--- src/rtl/adc_seq_pkg.sv ---
`timescale 1ns/1ps
package adc_seq_pkg;

  typedef enum logic [1:0] {
    SEQ_HOLD  = 2'd0,
    SEQ_FRESH = 2'd1,
    SEQ_DEC   = 2'd2
  } seqSel_e;

  typedef enum logic [1:0] {
    FIRE_NONE = 2'd0,
    FIRE_STD  = 2'd1,
    FIRE_INJ  = 2'd2
  } fire_e;

  typedef enum logic [1:0] {
    ST_IDLE = 2'd0,
    ST_STD  = 2'd1,
    ST_INJ  = 2'd2
  } seqState_e;

  // Strobes from control to datapath
  typedef struct packed {
    seqSel_e seqSel;    // how the scan channel register updates
    fire_e   fire;      // which kind of conversion to strobe
    logic    stdDefer;  // park a standard request behind an injected one
    logic    injFinish; // injected conversion completed
  } seqStrobe_t;

endpackage

--- src/rtl/adc_conv_stub.sv ---
`timescale 1ns/1ps
module adc_conv_stub #(
  parameter int CONV_CYCLES = 4
) (
  input  logic clk,
  input  logic rstN,
  input  logic convStart,
  output logic convDone
);
  localparam int CNT_W = $clog2(CONV_CYCLES + 1);

  logic [CNT_W-1:0] remain;

  always_ff @(posedge clk) begin
    if (!rstN)                remain <= '0;
    else if (convStart)       remain <= CNT_W'(CONV_CYCLES);
    else if (remain != '0)    remain <= remain - CNT_W'(1);
  end

  // A restart strobe masks a stale count reaching one
  assign convDone = (remain == CNT_W'(1)) && !convStart;

endmodule

--- src/rtl/adc_seq_datapath.sv ---
`timescale 1ns/1ps
module adc_seq_datapath
  import adc_seq_pkg::*;
#(
  parameter int CHAN_W = 4
) (
  input  logic              clk,
  input  logic              rstN,
  input  logic [CHAN_W-1:0] chanSel,
  input  logic [CHAN_W-1:0] injChanSel,
  input  logic              startBit,
  input  logic              injReq,
  input  seqStrobe_t        stb,
  output logic              stdReq,
  output logic              injNew,
  output logic              injPend,
  output logic              stdPend,
  output logic              seqZero,
  output logic [CHAN_W-1:0] convChan,
  output logic              convStart,
  output logic              convIsInj,
  output logic              injFlag
);
  logic              prevStart;
  logic              prevInj;
  logic [CHAN_W-1:0] seqChan;
  logic [CHAN_W-1:0] seqNext;

  assign stdReq  = startBit && !prevStart;
  assign injNew  = injReq && !prevInj;
  assign seqZero = (seqChan == '0);

  always_comb begin
    unique case (stb.seqSel)
      SEQ_FRESH: seqNext = chanSel;
      SEQ_DEC:   seqNext = seqChan - CHAN_W'(1);
      default:   seqNext = seqChan;
    endcase
  end

  always_ff @(posedge clk) begin
    if (!rstN) begin
      prevStart <= 1'b0;
      prevInj   <= 1'b0;
      seqChan   <= '0;
      convChan  <= '0;
      convStart <= 1'b0;
      convIsInj <= 1'b0;
      injPend   <= 1'b0;
      stdPend   <= 1'b0;
      injFlag   <= 1'b0;
    end else begin
      prevStart <= startBit;
      prevInj   <= injReq;
      seqChan   <= seqNext;
      convStart <= (stb.fire != FIRE_NONE);
      if (stb.fire == FIRE_STD) begin
        convChan  <= seqNext;
        convIsInj <= 1'b0;
      end else if (stb.fire == FIRE_INJ) begin
        convChan  <= injChanSel;
        convIsInj <= 1'b1;
      end
      if (stb.fire == FIRE_INJ) injPend <= 1'b0;
      else if (injNew)          injPend <= 1'b1;
      if (stb.fire == FIRE_STD && stb.seqSel == SEQ_FRESH) stdPend <= 1'b0;
      else if (stb.stdDefer)                                stdPend <= 1'b1;
      if (injNew)              injFlag <= 1'b1;
      else if (stb.injFinish)  injFlag <= 1'b0;
    end
  end

endmodule

--- src/rtl/adc_seq_control.sv ---
`timescale 1ns/1ps
module adc_seq_control
  import adc_seq_pkg::*;
(
  input  logic       clk,
  input  logic       rstN,
  input  logic [1:0] modeSel,
  input  logic       startBit,
  input  logic       stdReq,
  input  logic       injNew,
  input  logic       injPend,
  input  logic       stdPend,
  input  logic       seqZero,
  input  logic       convDone,
  output seqStrobe_t stb,
  output logic       busy
);
  seqState_e state, stateNext;
  logic      busyNext;
  logic      followCont;
  seqSel_e   followSel;

  // What the standard sequence does at a boundary, using the mode seen now
  always_comb begin
    followCont = 1'b0;
    followSel  = SEQ_HOLD;
    if (modeSel[1] && !seqZero) begin
      followCont = 1'b1;
      followSel  = SEQ_DEC;
    end else if (modeSel[0] && startBit) begin
      followCont = 1'b1;
      followSel  = SEQ_FRESH;
    end
  end

  always_comb begin
    stb       = '{seqSel: SEQ_HOLD, fire: FIRE_NONE, stdDefer: 1'b0, injFinish: 1'b0};
    stateNext = state;
    busyNext  = busy;
    unique case (state)
      ST_IDLE: begin
        if (stdReq) begin
          stb.seqSel = SEQ_FRESH;
          stb.fire   = FIRE_STD;
          busyNext   = 1'b1;
          stateNext  = ST_STD;
        end else if (injNew || injPend) begin
          stb.fire  = FIRE_INJ;
          stateNext = ST_INJ;
        end
      end
      ST_STD: begin
        if (stdReq) begin
          stb.seqSel = SEQ_FRESH;
          stb.fire   = FIRE_STD;
        end else if (convDone) begin
          stb.seqSel = followSel;
          busyNext   = followCont;
          if (injPend || injNew) begin
            stb.fire  = FIRE_INJ;
            stateNext = ST_INJ;
          end else if (followCont) begin
            stb.fire = FIRE_STD;
          end else begin
            stateNext = ST_IDLE;
          end
        end
      end
      ST_INJ: begin
        if (convDone) begin
          stb.injFinish = 1'b1;
          if (stdPend || stdReq) begin
            stb.seqSel = SEQ_FRESH;
            stb.fire   = FIRE_STD;
            busyNext   = 1'b1;
            stateNext  = ST_STD;
          end else if (injPend || injNew) begin
            stb.fire = FIRE_INJ;
          end else if (busy) begin
            stb.fire  = FIRE_STD;
            stateNext = ST_STD;
          end else begin
            stateNext = ST_IDLE;
          end
        end else if (stdReq) begin
          stb.stdDefer = 1'b1;
        end
      end
      default: stateNext = ST_IDLE;
    endcase
  end

  always_ff @(posedge clk) begin
    if (!rstN) begin
      state <= ST_IDLE;
      busy  <= 1'b0;
    end else begin
      state <= stateNext;
      busy  <= busyNext;
    end
  end

endmodule

--- src/rtl/adc_seq_ctrl.sv ---
`timescale 1ns/1ps
module adc_seq_ctrl
  import adc_seq_pkg::*;
#(
  parameter int CHAN_W      = 4,
  parameter int CONV_CYCLES = 4
) (
  input  logic              clk,
  input  logic              rstN,
  input  logic [1:0]        modeSel,
  input  logic [CHAN_W-1:0] chanSel,
  input  logic              startBit,
  input  logic              injReq,
  input  logic [CHAN_W-1:0] injChanSel,
  output logic [CHAN_W-1:0] convChan,
  output logic              convStart,
  output logic              convIsInj,
  output logic              convDone,
  output logic              busy,
  output logic              injFlag
);
  seqStrobe_t stb;
  logic stdReq, injNew, injPend, stdPend, seqZero;

  adc_seq_datapath #(.CHAN_W(CHAN_W)) dp_i (
    .clk(clk), .rstN(rstN), .chanSel(chanSel), .injChanSel(injChanSel),
    .startBit(startBit), .injReq(injReq), .stb(stb),
    .stdReq(stdReq), .injNew(injNew), .injPend(injPend), .stdPend(stdPend),
    .seqZero(seqZero), .convChan(convChan), .convStart(convStart),
    .convIsInj(convIsInj), .injFlag(injFlag)
  );

  adc_seq_control ctl_i (
    .clk(clk), .rstN(rstN), .modeSel(modeSel), .startBit(startBit),
    .stdReq(stdReq), .injNew(injNew), .injPend(injPend), .stdPend(stdPend),
    .seqZero(seqZero), .convDone(convDone), .stb(stb), .busy(busy)
  );

  adc_conv_stub #(.CONV_CYCLES(CONV_CYCLES)) conv_i (
    .clk(clk), .rstN(rstN), .convStart(convStart), .convDone(convDone)
  );

endmodule

--- config.mk ---
export PLATFORM = sky130hd
export DESIGN_NAME = adc_seq_ctrl
export DESIGN_NICKNAME = d
export VERILOG_FILES = /design/src/rtl/adc_seq_pkg.sv /design/src/rtl/adc_conv_stub.sv /design/src/rtl/adc_seq_datapath.sv /design/src/rtl/adc_seq_control.sv /design/src/rtl/adc_seq_ctrl.sv
export SDC_FILE = /design/constraint.sdc
export NUM_CORES = 1
export LEC_CHECK = 0
export BUFFER_PORTS_ARGS = -buffer_cell sky130_fd_sc_hd__buf_2
export CORE_MARGIN = 2
export CORE_UTILIZATION = 49
export CTS_CLUSTER_DIAMETER = 120
export DETAILED_ROUTE_END_ITERATION = 10
export PLACE_DENSITY = 0.84
export SETUP_SLACK_MARGIN = 0.1
export SLEW_MARGIN = 0
export SYNTH_ARGS = -nofsm -noshare
export SYNTH_HDL_FRONTEND = slang
export SYNTH_SLANG_ARGS = --single-unit
--- constraint.sdc ---
create_clock -name clk -period 2.3 [get_ports clk]
set_input_delay 0.46 -clock clk [delete_from_list [all_inputs] [get_ports clk]]
set_output_delay 0.46 -clock clk [all_outputs]
set_load 0.01 [all_outputs]
==> results of run 1 <==
-- worst register-to-register path, stage by stage (launching register included) --
cell,delay (ns)
dfxtp_2,0.34
inv_2,0.06
ha_4,0.11
or3b_4,0.43
clkinv_8,0.07
nand2_4,0.05
or3_4,0.38
ha_4,0.29
a221oi_2,0.25
a21oi_2,0.07
mux2i_1,0.13
a21oi_1,0.08
-- power breakdown --
part	leakage (nW)	internal [mW]	switching, mW
registers	0.174	0.437	0.0706
logic	0.590	0.354	0.384
clock network	0.0150	0.0682	0.124
total	0.780	0.859	0.579
-- cells in the final DEF, fill, tap and decap left out, types with 3 or more instances in the layout --
master	n
nor2b_1	5
clkbuf_4	3
buf_2	22
and2_1	5
o21a_1	6
nand2_1	9
o21ai_0	6
buf_6	3
nor2_1	10
a21oi_2	6
nand2b_1	3
buf_4	16
inv_2	4
ha_4	5
inv_1	10
ha_1	5
a21oi_1	7
dfxtp_1	19
-- cell families (layout without fill, tap and decap cells) --
logic type      count (synthesis)  count (layout)  share of synthesized area (%)
simple gates                   51              51                          22.50
compound gates                 47              47                          23.45
buf+inv                        22              60                          9.342
flops                          21              21                          32.03
fa+ha+maj                      11              11                          10.49
mux                             2               2                          1.525
xor+xnor                        1               1                         0.6674
-- area by class of cell --
| type | count | area (um^2) |
|---|---|---|
| clock buffer | 4 | 26.28 |
| inverter | 15 | 68.82 |
| fill | 214 | 753.2 |
| multi-input combinational | 112 | 927.1 |
| tap | 30 | 37.54 |
| sequential | 21 | 422.9 |
| timing repair buffer | 41 | 264.0 |
-- metal layers --
layer,track usage (%),part of all wire [%]
met4,9.756,2.4
met3,2.791,3.7
met1,25.25,41
met2,36.39,53
met5,0,0
-- sequential cells by signal, indices dropped and copies added, names as in the netlist --
register	count
dp_i.convChan	4
dp_i.seqChan	4
conv_i.remain	3
ctl_i.state	2
ctl_i.busy	1
dp_i.convIsInj	1
dp_i.convStart	1
dp_i.injFlag	1
dp_i.injPend	1
dp_i.prevInj	1
dp_i.prevStart	1
dp_i.stdPend	1
-- final timing paths --
| kind | from | to | slack, ns | depth (start not counted) |
|---|---|---|---|---|
| max | conv_i.remain[1] | dp_i.convChan[0] | -0.05 | 11 |
| max reg2reg | conv_i.remain[1] | dp_i.convChan[0] | -0.05 | 11 |
| min reg2reg | dp_i.injFlag | dp_i.injFlag | 0.48 | 2 |
| min | injReq | dp_i.prevInj | 0.38 | 2 |
-- stage by stage --
stage / TNS, ns / worst slack [ns] / area, um^2 / hold slack (ns) / util (%)
3_3_place_gp: -0.4499 / -0.1211 / 1587 / 0.4560 / 63.46
2_1_floorplan: -0.04287 / -0.02541 / 1384 / 0.4585 / -
5_1_grt: -0.8347 / -0.1721 / 1747 / 0.3964 / 69.87
6_report: -0.1462 / -0.05141 / 1747 / 0.3808 / 69.87
4_1_cts: -0.09649 / -0.05139 / 1654 / 0.3839 / 66.17
3_5_place_dp: -0.7566 / -0.1684 / 1587 / 0.4686 / 63.46
-- what timing repair did --
| action | 4_1_cts | 5_1_grt |
|---|---|---|
| pin swaps | 12 | 8 |
| endpoints found under the hold margin | 0 | 0 |
| buffers inserted | 1 | 3 |
| gates resized for setup | 11 | 18 |
| endpoints found under the setup margin | 11 | 11 |
==> metrics.txt, run 1 <==
gpl congestion a little over 0.9; CTS tree done; failing checks setup timing; CTS Hold Buffers Added 0; worst vdd ir ~0.62 mV; sequential area share after synthesis 32.03%; DR WL/cell 14.98 um; clock tree buffer depth 2; Critical Path End Type register; Post-Syn Instances between 150 and 200; die height roughly 56 um; initial antenna violation count 0; via count about 1,300; initial drt markers 20; Worst Path Buf+Inv 2; Worst EP arrival around 2.6 ns; Post-Place Cells roughly 220; Crit-path slowest cell or3b_4; CTS clk-pin slew, worst paths roughly 0.12 ns; Top Ports 23; Netlist Area Pre-Place approximately 0.0013 mm^2; largest net degree at the start of global routing 23; Top Family by Delay on Critical Path simple AND/OR/NAND/NOR gates; FF+latch count, synth 21; Main synth FF type dfxtp_1; startpoint type of the worst setup path register; Final Hold Fails 0; Routed Wire Length between 3 and 4 mm; Site Rows 18; Post-Layout Cell Count between 200 and 250; fmax between 400 and 500 MHz; Final WS setup -0.05141 ns; vias per cell 5.637; clock skew 0.005359 ns; synth top area cells dfxtp_1, ha_1, a21oi_1; WP data required roughly 2.5 ns; later-pin clock latency in the skew report between 0.3 and 0.4 ns; crit path time final 2.351 ns; Area growth syn-to-layout 33.08%; Min-Delay Path Class input port to register; Power Total around 1.4 mW; vias in the first global route 1,232; worst rel slew slack 69.44%; clk sinks 21; status finished with violations; first-pass GRT wire length around 5.2 mm; full die area a little over 0.003 mm^2; All-Layer GR Usage between 20% and 30%; Max H-tree Level 1; leakage roughly 0.78 nW; TritonCTS buffer count 3; count leader, synth dfxtp_1; Async SR Flop Fraction 0%; kind of critical path register to register; Routed Antenna Nets 0; worst slew pin tran approximately 0.46 ns; Synth Area per Inst roughly 8.5 um^2; Post-DP HPWL approximately 2.3 mm; CP peak stage delay approximately 0.43 ns; IO Port Bufs 22; Post-synth EDFFs 0; fin nets between 200 and 250; Syn Nets 180; 1st-pass router iterations 4; share of cells above drive strength 1 between 40% and 50%; DRC 0; Final Max Slew Viols 0; Commonest cells post-synth dfxtp_1, a21oi_1, inv_1; clock root cell clkbuf_4; Die W roughly 56 um; remaining global-route overflow 0; RSZ-0062 raised after global routing true; CP dominant cell by count ha_4; Starting Density 52.50%; Ys Warns 0; Yosys top cell area share 32.03%; core area between 0.002 and 0.0025 mm^2; Yosys cell types between 40 and 50; Final Cycle Share 102.2%; max-cap violations 0; CP cell instances inv_2 > ha_4 > or3b_4 > clkinv_8 > nand2_4 > or3_4 > ha_4 > a221oi_2 > a21oi_2 > mux2i_1 > a21oi_1; Final setup viols 6; Synth area leader dfxtp_1; crit-path max FO 8; power per standard cell area around 800 mW/mm^2; diodes inserted 0
Power figures use the tool's default switching activity.
==> run 2: changes to the inputs <==
Settings changed: REMOVE_ABC_BUFFERS set to 1.
==> metrics.txt, run 2 (synthesis results as in run 1) <==
Hold Path Origin startBit (was injReq); Max H-tree Level 1 (unchanged); fmax 418.7 MHz (was 425.3 MHz); Post-Place Cells 222 (was 216); R2R cell count 11 (unchanged); 1st-pass router iterations 4 (unchanged); vias per cell 5.500 (was 5.637); Post-DP HPWL 2.328 mm (was 2.311 mm); clk sinks 21 (unchanged); initial drt markers 22 (was 20); WP data required 2.53 ns (about the same); full die area 0.003109 mm^2 (unchanged); hold path depth 2 (unchanged); TritonCTS buffer count 3 (unchanged); RSZ-0062 raised after global routing true (unchanged); worst slew pin tran 0.3433 ns (was 0.4578 ns); Hold Path Sink dp_i.prevStart (was dp_i.prevInj); Starting Density 52.50% (unchanged); setup slack, reg-to-reg -0.09 ns (was -0.05 ns); Place WS -0.2976 ns (was -0.1684 ns); first-pass GRT wire length 5.485 mm (was 5.209 mm); Hold WS 0.3950 ns (was 0.3808 ns); Core Util, Final 75.98% (was 69.87%); clock root cell clkbuf_4 (unchanged); via count 1,309 (was 1,257); Worst Path Buf+Inv 2 (unchanged); Routed Wire Length 3.640 mm (was 3.340 mm); footprint of the multi-input gates 970.9 um^2 (was 927.1 um^2); remaining global-route overflow 0 (unchanged); Die W 55.76 um (unchanged); status finished with violations (unchanged); DR WL/cell 15.29 um (was 14.98 um); Post-Layout Cell Count 238 (was 223); Top Ports 23 (unchanged); Routed Antenna Nets 0 (unchanged); later-pin clock latency in the skew report 0.32 ns (was 0.33 ns); core area 0.002500 mm^2 (unchanged); max-cap violations 0 (unchanged); Final Cell Area 0.001899 mm^2 (was 0.001747 mm^2); Final Cycle Share 103.9% (was 102.2%); vias in the first global route 1,296 (was 1,232); leakage 0.8539 nW (was 0.7796 nW); Fin Setup TNS -0.3010 ns (was -0.1462 ns); worst vdd ir 0.7534 mV (was 0.6192 mV); crit-path max FO 6 (was 8); initial antenna violation count 0 (unchanged); top flop regs dp_i.convChan x4, dp_i.seqChan x4, conv_i.remain x3 (unchanged); fin nets 234 (was 219); CTS clk-pin slew, worst paths 0.12 ns (about the same); DRC 0 (unchanged); Final Hold Fails 0 (unchanged); startpoint type of the worst setup path register (unchanged); Power Total 1.617 mW (was 1.438 mW); Area growth syn-to-layout 44.71% (was 33.08%); DP Area 0.001572 mm^2 (was 0.001587 mm^2); largest net degree at the start of global routing 23 (unchanged); crit path time final 2.389 ns (was 2.351 ns); failing checks setup timing (unchanged); CP peak stage delay 0.43 ns (about the same); Site Rows 18 (unchanged); All-Layer GR Usage 22.20% (was 20.89%); CP dominant cell by count ha_4 (unchanged); power per standard cell area 851.4 mW/mm^2 (was 823.0 mW/mm^2); diodes inserted 0 (unchanged); Critical Path End Type register (unchanged); share of cells above drive strength 1 48.08% (was 41.45%); commonest non-fill, non-tap cell in the layout buf_4 (was buf_2); filler cell count in the final layout 160 (was 214); kind of critical path register to register (unchanged); Worst EP arrival 2.62 ns (was 2.58 ns); gpl congestion 0.8913 (was 0.9166); most frequent cells in the layout buf_4, buf_2, dfxtp_1, inv_1, nand2_1 (was buf_2, dfxtp_1, buf_4, inv_1, nor2_1); FF-to-FF End dp_i.convChan[3] (was dp_i.convChan[0]); die height 55.76 um (unchanged); Register Area 422.9 um^2 (unchanged); CP cell instances inv_2 > ha_4 > or3b_4 > clkinv_8 > nand2_4 > o31a_1 > o21a_1 > ha_4 > nand3b_1 > nand2_1 > a41o_1 (was inv_2 > ha_4 > or3b_4 > clkinv_8 > nand2_4 > or3_4 > ha_4 > a221oi_2 > a21oi_2 > mux2i_1 > a21oi_1); Min-Delay Path Class input port to register (unchanged); clock tree buffer depth 2 (unchanged); Final Max Slew Viols 0 (unchanged); Crit-path slowest cell or3b_4 (unchanged); clock skew 0.002938 ns (was 0.005359 ns); Final setup viols 6 (unchanged); Final WS setup -0.08858 ns (was -0.05141 ns); CTS Hold Buffers Added 0 (unchanged); CTS tree done (unchanged); Top Family by Delay on Critical Path compound AO/OA/AOI/OAI gates (was simple AND/OR/NAND/NOR gates); Critical R2R Launch conv_i.remain[1] (unchanged); IO Port Bufs 22 (unchanged); worst rel slew slack 77.06% (was 69.44%)
[run 2: cell type report]
cell class	count	area share (%)
Timing Repair Buffer	56	19.63
Multi-Input combinational cell	112	51.12
Inverter	15	3.623
Tap cell	30	1.976
Clock buffer	4	1.383
Sequential cell	21	22.27
[run 2: where the power goes]
| part | switching (mW) | total, mW | internal [mW] |
|---|---|---|---|
| registers | 0.0582 | 0.495 | 0.437 |
| clock network | 0.122 | 0.190 | 0.0679 |
| logic | 0.461 | 0.931 | 0.471 |
| total | 0.641 | 1.62 | 0.976 |
[run 2: how the worst max path moves through the flow]
stage                     start                to  slack (ns)  cells after the start
3_3_place_gp   conv_i.remain[1]  dp_i.convChan[1]       -0.18                     11
3_5_place_dp   conv_i.remain[1]  dp_i.convChan[0]       -0.30                     11
5_1_grt        conv_i.remain[1]  dp_i.convChan[1]       -0.17                     13
4_1_cts        conv_i.remain[1]  dp_i.convChan[3]       -0.03                     11
2_1_floorplan  conv_i.remain[0]  dp_i.convChan[2]       -0.20                     10
6_report       conv_i.remain[1]  dp_i.convChan[3]       -0.09                     11
[run 2: metal layers]
metal	vias to the layer above	track usage, %	routed length, um
li1	644	-	-
met1	598	24.22	1418
met2	50	40.99	1933
met3	17	3.488	144
met4	0	11.15	144
met5	-	0	0
[run 2: worst reg2reg max path: cells and delay by family (launching register included)]
| kind | cells | cell delay (ns) |
|---|---|---|
| buffers and inverters | 2 | 0.14 |
| AND/OR/NAND/NOR | 4 | 0.64 |
| adder cells (fa/ha/maj) | 2 | 0.43 |
| AO/OA/AOI/OAI | 3 | 0.75 |
| flip-flops | 1 | 0.35 |
[run 2: timing repair]
| item | CTS | global route |
|---|---|---|
| resized for setup | 30 | 18 |
| pin swaps | 15 | 17 |
| cloned | 0 | 0 |
| setup buffers | 11 | 4 |
| endpoints found under the setup margin | 11 | 13 |
| endpoints found under the hold margin | 0 | 0 |
